[src/rtl/kbm_pkg.sv]
package kbm_pkg;
  localparam int NCH    = 2;
  localparam int BYTE_W = 8;

  localparam logic [1:0] FW_REG_BUF  = 2'd0;
  localparam logic [1:0] FW_REG_AUX  = 2'd1;
  localparam logic [1:0] FW_REG_SYS  = 2'd2;
  localparam logic [1:0] FW_REG_CTRL = 2'd3;

  function automatic logic [BYTE_W-1:0] pack_status(input logic obf, input logic ibf,
                                                     input logic sys, input logic cmd,
                                                     input logic aux);
    logic [BYTE_W-1:0] s;
    s = '0;
    s[0] = obf;
    s[1] = ibf;
    s[2] = sys;
    s[3] = cmd;
    s[5] = aux;
    return s;
  endfunction
endpackage

[src/rtl/kbm_addr_dec.sv]
module kbm_addr_dec #(
  parameter int ADDR_W  = 16,
  parameter int CMD_OFS = 4
) (
  input  logic [ADDR_W-1:0] base,
  input  logic [ADDR_W-1:0] addr,
  output logic              data_hit,
  output logic              cmd_hit
);
  localparam logic [ADDR_W-1:0] OFS = ADDR_W'(CMD_OFS);
  logic [ADDR_W-1:0] cmd_addr;

  always_comb begin
    cmd_addr = base + OFS;
    data_hit = (addr == base);
    cmd_hit  = (addr == cmd_addr);
  end
endmodule

[src/rtl/kbm_channel.sv]
module kbm_channel
  import kbm_pkg::*;
(
  input  logic              clk,
  input  logic              rst_n,
  input  logic              h_wr_data,
  input  logic              h_wr_cmd,
  input  logic              h_rd_data,
  input  logic [BYTE_W-1:0] h_wdata,
  input  logic              f_rd_in,
  input  logic              f_wr_out,
  input  logic              f_wr_aux,
  input  logic              f_wr_sys,
  input  logic [BYTE_W-1:0] f_wdata,
  output logic [BYTE_W-1:0] in_byte,
  output logic [BYTE_W-1:0] out_byte,
  output logic [BYTE_W-1:0] status,
  output logic              obf,
  output logic              ibf,
  output logic              aux
);
  logic sys_q, cmd_q;

  always_ff @(posedge clk) begin
    if (!rst_n) begin
      in_byte  <= '0;
      out_byte <= '0;
      ibf      <= 1'b0;
      obf      <= 1'b0;
      aux      <= 1'b0;
      cmd_q    <= 1'b0;
      sys_q    <= 1'b0;
    end else begin
      if (h_wr_data || h_wr_cmd) begin
        in_byte <= h_wdata;
        ibf     <= 1'b1;
        cmd_q   <= h_wr_cmd;
      end else if (f_rd_in) begin
        ibf <= 1'b0;
      end
      if (f_wr_out) begin
        out_byte <= f_wdata;
        obf      <= 1'b1;
        aux      <= f_wr_aux;
      end else if (h_rd_data) begin
        obf <= 1'b0;
      end
      if (f_wr_sys) sys_q <= f_wdata[0];
    end
  end

  assign status = pack_status(obf, ibf, sys_q, cmd_q, aux);
endmodule

[src/rtl/kbm_fast_reset.sv]
module kbm_fast_reset #(
  parameter int RST_LEN = 8
) (
  input  logic clk,
  input  logic rst_n,
  input  logic start,
  output logic pulse
);
  localparam int CW = $clog2(RST_LEN + 1);
  localparam logic [CW-1:0] LOAD = CW'(RST_LEN);
  logic [CW-1:0] left;

  always_ff @(posedge clk) begin
    if (!rst_n)               left <= '0;
    else if (start)           left <= LOAD;
    else if (left != '0)      left <= left - 1'b1;
  end

  assign pulse = (left != '0);
endmodule

[src/rtl/kbd_host_mailbox.sv]
module kbd_host_mailbox
  import kbm_pkg::*;
#(
  parameter int ADDR_W  = 16,
  parameter int CMD_OFS = 4,
  parameter int RST_LEN = 8
) (
  input  logic              clk,
  input  logic              rst_n,
  input  logic [ADDR_W-1:0] kbc_base,
  input  logic [ADDR_W-1:0] pm_base,
  input  logic [ADDR_W-1:0] host_addr,
  input  logic              host_rd,
  input  logic              host_wr,
  input  logic [7:0]        host_wdata,
  output logic [7:0]        host_rdata,
  output logic              host_hit,
  input  logic              fw_sel,
  input  logic [1:0]        fw_addr,
  input  logic              fw_rd,
  input  logic              fw_wr,
  input  logic [7:0]        fw_wdata,
  output logic [7:0]        fw_rdata,
  output logic              irq_kbd,
  output logic              irq_aux,
  output logic              irq_pm,
  output logic              gate_a20,
  output logic              host_rst_out
);
  logic [ADDR_W-1:0] base_v [NCH];
  logic [NCH-1:0]    d_raw, c_raw, d_hit, c_hit;
  logic [NCH-1:0]    ch_obf, ch_ibf, ch_aux;
  logic [7:0]        ch_in [NCH];
  logic [7:0]        ch_out [NCH];
  logic [7:0]        ch_st [NCH];
  logic              a20_q, rst_go, ctrl_wr;

  assign base_v[0] = kbc_base;
  assign base_v[1] = pm_base;

  for (genvar c = 0; c < NCH; c++) begin : g_ch
    logic fsel;
    kbm_addr_dec #(.ADDR_W(ADDR_W), .CMD_OFS(CMD_OFS)) u_dec (
      .base(base_v[c]), .addr(host_addr),
      .data_hit(d_raw[c]), .cmd_hit(c_raw[c])
    );
    if (c == 0) begin : g_first
      assign d_hit[c] = d_raw[c];
      assign c_hit[c] = c_raw[c] & ~d_raw[c];
    end else begin : g_rest
      assign d_hit[c] = d_raw[c] & ~(|d_hit[c-1:0]) & ~(|c_hit[c-1:0]);
      assign c_hit[c] = c_raw[c] & ~d_raw[c] & ~(|d_hit[c-1:0]) & ~(|c_hit[c-1:0]);
    end
    assign fsel = (fw_sel == 1'(c));
    kbm_channel u_ch (
      .clk(clk), .rst_n(rst_n),
      .h_wr_data(host_wr & d_hit[c]),
      .h_wr_cmd(host_wr & c_hit[c]),
      .h_rd_data(host_rd & d_hit[c]),
      .h_wdata(host_wdata),
      .f_rd_in(fw_rd & fsel & (fw_addr == FW_REG_BUF)),
      .f_wr_out(fw_wr & fsel & ((fw_addr == FW_REG_BUF) | (fw_addr == FW_REG_AUX))),
      .f_wr_aux(fw_addr == FW_REG_AUX),
      .f_wr_sys(fw_wr & fsel & (fw_addr == FW_REG_SYS)),
      .f_wdata(fw_wdata),
      .in_byte(ch_in[c]), .out_byte(ch_out[c]), .status(ch_st[c]),
      .obf(ch_obf[c]), .ibf(ch_ibf[c]), .aux(ch_aux[c])
    );
  end

  always_comb begin
    host_rdata = '0;
    for (int c = 0; c < NCH; c++) begin
      if (d_hit[c]) host_rdata = ch_out[c];
      if (c_hit[c]) host_rdata = ch_st[c];
    end
  end
  assign host_hit = |(d_hit | c_hit);

  assign ctrl_wr = fw_wr & (fw_sel == 1'b0) & (fw_addr == FW_REG_CTRL);
  assign rst_go  = ctrl_wr & fw_wdata[1];

  always_ff @(posedge clk) begin
    if (!rst_n)       a20_q <= 1'b0;
    else if (ctrl_wr) a20_q <= fw_wdata[0];
  end

  kbm_fast_reset #(.RST_LEN(RST_LEN)) u_rst (
    .clk(clk), .rst_n(rst_n), .start(rst_go), .pulse(host_rst_out)
  );

  always_comb begin
    unique case (fw_addr)
      FW_REG_BUF:  fw_rdata = ch_in[fw_sel];
      FW_REG_AUX:  fw_rdata = ch_st[fw_sel];
      FW_REG_SYS:  fw_rdata = {7'b0, ch_st[fw_sel][2]};
      default:     fw_rdata = fw_sel ? 8'h00 : {6'b0, host_rst_out, a20_q};
    endcase
  end

  assign gate_a20 = a20_q;
  assign irq_kbd  = ch_obf[0] & ~ch_aux[0];
  assign irq_aux  = ch_obf[0] &  ch_aux[0];
  assign irq_pm   = ch_obf[1];
endmodule

[config.mk]
export PLATFORM = sky130hd
export DESIGN_NAME = kbd_host_mailbox
export DESIGN_NICKNAME = d
export VERILOG_FILES = /design/src/rtl/kbm_pkg.sv /design/src/rtl/kbm_addr_dec.sv /design/src/rtl/kbm_channel.sv /design/src/rtl/kbm_fast_reset.sv /design/src/rtl/kbd_host_mailbox.sv
export SDC_FILE = /design/constraint.sdc
export NUM_CORES = 1
export LEC_CHECK = 0
export CORE_ASPECT_RATIO = 1.2
export CORE_MARGIN = 8
export CORE_UTILIZATION = 45
export CTS_CLUSTER_DIAMETER = 50
export DETAILED_ROUTE_END_ITERATION = 16
export PLACE_DENSITY = 0.77
export SLEW_MARGIN = 30
export SYNTH_ARGS = -nofsm -noshare
export SYNTH_HDL_FRONTEND = slang
export SYNTH_SLANG_ARGS = --single-unit
[constraint.sdc]
create_clock -name clk -period 4.2 [get_ports clk]
set_clock_uncertainty 0.2 [all_clocks]
set_input_delay 0.84 -clock clk [delete_from_list [all_inputs] [get_ports clk]]
set_output_delay 0.84 -clock clk [all_outputs]
set_load 0.02 [all_outputs]
# Word-level counts from Yosys, hierarchy flattened

Index checks and enable logic that the tools add are counted.

Logic and storage cells: 96
Output and inout port bits: 22
Bits of input ports: 73
Register bits: 47

Reductions and logical operators: 11
Equal/unequal tests: 7
$add $sub $neg: 3
Magnitude comparators: 1
Multiplexer cells: 22
Bitwise operators: 35

Operator list:

| cell                                                | count |
|---|---|
| 2-to-1 mux 8 bit                                    | 9 |
| equality test 16 bit                                | 4 |
| adder 16 x 3 -> 16 bit, second input constant       | 2 |
| AND 1 bit                                           | 26 |
| one-hot mux 8 bit (3 select lines)                  | 1 |
| nonzero test 2 bit                                  | 5 |
| 2-to-1 mux 1 bit                                    | 8 |
| 2-to-1 mux 4 bit                                    | 2 |
| 2-to-1 mux 6 bit                                    | 1 |
| inverter 1 bit                                      | 6 |
| equality test 2 bit, second input constant          | 2 |
| nonzero test 4 bit                                  | 1 |
| OR reduction 2 bit                                  | 2 |
| subtractor 4 x 1 -> 4 bit, second input constant    | 1 |
| equality test 2 x 1 -> 1 bit, second input constant | 1 |
| >= comparator 2 bit, second input constant          | 1 |
| zero test 2 bit                                     | 1 |
| logical OR 1 bit                                    | 2 |
| 2-to-1 mux 2 bit                                    | 1 |
| inverter 1 -> 2 bit                                 | 1 |
| bitwise OR 2 bit                                    | 1 |
| bitwise OR 1 bit                                    | 1 |

# Logic depth before layout (Yosys ltp)

Word-level depth: 8
Mapped depth: 11
Gate-level depth less buffers: 8

# Hierarchy

From an unflattened synthesis, not the netlist that was laid out.

Cells, all modules: 435
Area total of the unflattened synthesis: 3,676.0 um^2

Modules (own cells, without submodules):

| module           | times used | sequential area each (um^2) | area each (um^2) | cells each |
|---|---|---|---|---|
| kbm_channel      | 2          | 420.4                       | 870.8            | 88 |
| kbm_addr_dec     | 2          | 0.0                         | 504.2            | 72 |
| kbd_host_mailbox | 1          | 20.0                        | 720.7            | 93 |
| kbm_fast_reset   | 1          | 80.1                        | 205.2            | 22 |

# Worst setup path after synthesis

OpenSTA, ideal clock, no wires.

Path type: in2out
From: input port pm_base[2]
To: output port host_rdata[5]
Path buffers: 2
Arrival time: 3,504 ps
Path slack: -344 ps
Stages: 10
Data required time: 3,160 ps
Cells stage by stage: ha_1 buf_1 nor2b_1 or3b_2 a31oi_1 o22ai_1 or4_4 buf_6 a211o_4 a221oi_2

Word-level cells in the longest chain between the ends: 6
Elaborated cells between the ends (all ways): 11
Classes of those cells: add/sub (1); eq/ne (2); mux (2); bitwise (6)

RTL lines:

| what                                                           | RTL line                                   | RTL |
|---|---|---|
| from (decl)                                                    | kbd_host_mailbox.sv:11                     | `input logic [ADDR_W-1:0] pm_base,` |
| adder 16 x 3 -> 16 bit or equality test 16 bit (tied branches) | kbm_addr_dec.sv:14, kbm_addr_dec.sv:15     |  |
| equality test 16 bit or inverter 1 bit (tied branches)         | kbm_addr_dec.sv:16, kbd_host_mailbox.sv:52 |  |
| AND 1 bit (3 in a row)                                         | kbd_host_mailbox.sv:52                     | `assign c_hit[c] = c_raw[c] & ~d_raw[c] & ~(\|d_hit[c-1:0]) & ~(\|c_hit[c-1:0]);` |
| 2-to-1 mux 8 bit (*)                                           | kbd_host_mailbox.sv:75                     | `if (c_hit[c]) host_rdata = ch_st[c];` |
| to (decl)                                                      | kbd_host_mailbox.sv:16                     | `output logic [7:0] host_rdata,` |

Mark *: on every way between the ends. The rest lies on a longest branch, timed or not.

# Worst setup path after layout

From: input port host_addr[15]
To: output port host_rdata[3]

Word-level cells in the longest chain between the ends: 7
Elaborated cells between the ends (all ways): 17
Classes of those cells: eq/ne (4); mux (4); bitwise (9)

RTL lines:

| what                 | RTL line                                                               | RTL |
|---|---|---|
| from (decl)          | kbd_host_mailbox.sv:12                                                 | `input logic [ADDR_W-1:0] host_addr,` |
| equality test 16 bit | kbm_addr_dec.sv:15                                                     | `data_hit = (addr == base);` |
| inverter 1 bit       | kbd_host_mailbox.sv:49, kbd_host_mailbox.sv:51, kbd_host_mailbox.sv:52 |  |
| AND 1 bit            | kbd_host_mailbox.sv:49                                                 | `assign c_hit[c] = c_raw[c] & ~d_raw[c];` |
| inverter 1 bit       | kbd_host_mailbox.sv:51, kbd_host_mailbox.sv:52                         |  |
| AND 1 bit            | kbd_host_mailbox.sv:51                                                 | `assign d_hit[c] = d_raw[c] & ~(\|d_hit[c-1:0]) & ~(\|c_hit[c-1:0]);` |
| 2-to-1 mux 8 bit     | kbd_host_mailbox.sv:74                                                 | `if (d_hit[c]) host_rdata = ch_out[c];` |
| 2-to-1 mux 8 bit (*) | kbd_host_mailbox.sv:75                                                 |  |

Marks and branches as above.

==> metrics <==
outcome finished, violations left; failing checks setup timing; Sink Count 47; drt drc 0; max layer used met4; std cell rows 36; commonest non-fill, non-tap cell in the layout buf_4; finished layout cell area 0.006492 sq mm; Startpoint Class primary input; H-tree Lvls 2; CP Capture Type output port; Hold-fix buffers, CTS 0; Routed Antenna Nets 0; power per cell area 205.6 mW/mm^2; syn_nets 535; initial core utilization 0.4592; share of cells above drive strength 1 0.4122; yosys synthesis warning count 0; number of global-route vias before repair 5,053; final wirelength 15,840 microns; CP Max Fanout 5; GRT Resource Usage Total 0.2599; Crit path largest cell delay 0.42 ns; Die W 98.80 microns; worst hold slack 0.2646 ns; asr flop ratio synth 0; P_leak 2.660 nW; Metal-1 WL 5725 microns; most frequent cells in the layout 166 x buf_4, 58 x nand2_1, 47 x dfxtp_1; Slew @ Worst Pin 0.6315 ns; Fin. Hold Viols 0; TNS Setup -2.587 ns; RSZ-0062 raised after global routing yes; DRT Pass-1 Iters 4; Fillers 459; DR WL/cell 19.77 microns; Post-synth EDFFs 0; setup violators final 10; grt ovf 0; Min-Delay Path Class flop to flop; Post-DP HPWL 10,000 microns; DRT iter0 DRCs 233; Worst Path Required 3.16 ns; setup ws final -0.3501 ns; TritonCTS clock tree yes; largest net degree at the start of global routing 36; synth unique cells 61; clk slew on worst S/H paths 0.09 ns; Final nets 782; Worst slew margin 0.5789; sw power 0.4452 mW; metal2 WL 8186 microns; Syn Inst Count 458; Pwr Total 1.335 mW; sequential power share 0.364; Comb pwr share 0.434; clock power share 0.201; most used cell, CP buf_4; switch share 0.3335; Core ar. 0.008063 sq mm; FF+latch area 940.9 sq um; CP top delay family buffers and inverters; buffers added on ports 94; Die Area 0.01140 sq mm; vias post-DR 4,695; crit path kind primary input to output port; sequential area share after synthesis 0.2541; worst path bufs/invs 8; crit path cell chain dlygate4sd2_1, buf_4, xnor2_2, buf_4, nand3b_1, a311o_1, nor4b_4, buf_4, buf_12, buf_6, nor4_1, buf_4, a221oi_4, buf_6; Critical-path top delay cell a311o_1; post-synthesis register bit count 47; CP arrival 3.51 ns; root buf cell clkbuf_8; Period minus WS final 4.550 ns; Routability Congestion 0.9591; num ports 95; TritonCTS buffer count 5; Pins Over Slew Limit 0; VDD IR max 122.8 uV; Most used DFF post-synth dfxtp_1; initial antenna violation count 0; chip height 115.4 microns; Fmax 0.2198 GHz; Int Power 0.8894 mW; Area after DPL 0.005678 sq mm; met3 wire length 904 microns; syn avg cell area 8.084 sq um; # diodes 0; vias per cell 5.861; first-pass GRT wire length 23,890 microns; Area Overhead vs Synth 75.36%; Synth Cell Area 0.003702 sq mm; clk_lat worst skew 0.30 ns; Longest Clk Path Bufs 2; area of the multi-input gates 0.003027 sq mm; Tcrit/Tclk final 1.083; Max Cap Viol 0
[worst reg2reg max path, cell delays in order (launching register included)]
cell,delay [ns]
dfxtp_1,0.34
or3_1,0.39
nor3_1,0.14
a21oi_1,0.06
a21boi_0,0.17
[area by class of cell]
cell class | count | share of cell area
clock buffers | 6 | 0.01118
clock inverters | 2 | 0.001927
inverters | 11 | 0.006360
multi-input cells | 371 | 0.4662
flip-flops and latches | 47 | 0.1449
well taps | 95 | 0.01831
repair buffers | 269 | 0.3511
[metrics by stage]
step                cells  setup slack [ns]    util
global placement      735            -1.082  0.7048
finish                801           -0.3501  0.8052
floorplan             458           -0.1021       -
global route          801           -0.6382  0.8052
detailed placement    735            -1.122  0.7042
CTS                   797           -0.2862  0.7935
[cells in the mapped netlist, types with 3 or more instances]
master / number / share of area
nand2_1: 60 / 0.061
dfxtp_1: 47 / 0.25
mux2i_1: 33 / 0.089
xnor2_1: 26 / 0.062
nand3_1: 25 / 0.034
nor2_1: 25 / 0.025
nor2b_1: 22 / 0.037
xor2_1: 22 / 0.052
clkbuf_1: 20 / 0.020
nor4_1: 16 / 0.027
nor3_1: 12 / 0.016
inv_1: 11 / 0.011
a21boi_0: 10 / 0.020
nand4_1: 10 / 0.017
a21oi_1: 8 / 0.011
o21ai_0: 8 / 0.011
or4_1: 8 / 0.016
a22oi_1: 6 / 0.012
a31oi_1: 6 / 0.010
a221oi_2: 5 / 0.020
and3_1: 5 / 0.0084
o22ai_1: 5 / 0.0084
buf_2: 4 / 0.0054
ha_1: 4 / 0.014
mux4_2: 4 / 0.024
a22o_1: 3 / 0.0071
mux2_2: 3 / 0.0091
o31ai_1: 3 / 0.0061
or3_1: 3 / 0.0051
[power groups by stage]
stage | logic (mW) | registers (mW) | clock network [mW]
detailed placement | 0.464 | 0.496 | 0
global route | 0.613 | 0.489 | 0.289
floorplan | 0.229 | 0.492 | 0
finish | 0.580 | 0.486 | 0.269
CTS | 0.542 | 0.486 | 0.272
global placement | 0.449 | 0.494 | 0
[sequential cells by signal, indices dropped and copies added, names as in the netlist]
| register | count |
|---|---|
| g_ch.u_ch.aux | 2 |
| g_ch.u_ch.cmd_q | 2 |
| g_ch.u_ch.ibf | 2 |
| g_ch.u_ch.in_byte | 16 |
| g_ch.u_ch.obf | 2 |
| g_ch.u_ch.out_byte | 16 |
| g_ch.u_ch.sys_q | 2 |
| gate_a20 | 1 |
| u_rst.left | 4 |
[timing repair]
action                                  CTS  global route
endpoints found under the hold margin     0             0
pin swaps                                41            21
gates resized for setup                 195            36
endpoints found under the setup margin    9            10
buffers inserted                         53             5
cloned                                    1             0
[final timing paths]
| path | slack, ns | to | depth (start not counted) | from |
|---|---|---|---|---|
| min | 0.26 | g_ch[0].u_ch.in_byte[5]$_SDFFE_PN0P_ | 2 | g_ch[0].u_ch.in_byte[5]$_SDFFE_PN0P_ |
| max reg2reg | 2.82 | u_rst.left[3]$_SDFFE_PN0P_ | 4 | u_rst.left[0]$_SDFFE_PP0P_ |
| max | -0.35 | host_rdata[3] | 14 | host_addr[15] |
| min reg2reg | 0.26 | g_ch[0].u_ch.in_byte[5]$_SDFFE_PN0P_ | 2 | g_ch[0].u_ch.in_byte[5]$_SDFFE_PN0P_ |
[metal layers]
layer	track usage	up-vias
met4	0.1672	0
li1	-	2158
met1	0.2560	2199
met3	0.05270	85
met5	0	-
met2	0.4860	253
[kinds of logic after synthesis]
logic type                 Yosys count  synth area share
and+or+nand+nor                    203            0.2906
AOI/OAI and AO/OA                   76            0.1585
adders and majority gates            4           0.01352
muxes                               40            0.1227
xor gates and xnor gates            48            0.1136
buffers and inverters               40           0.04698
DFF                                 47            0.2541
Note: power is estimated with default switching activity, not from simulation.
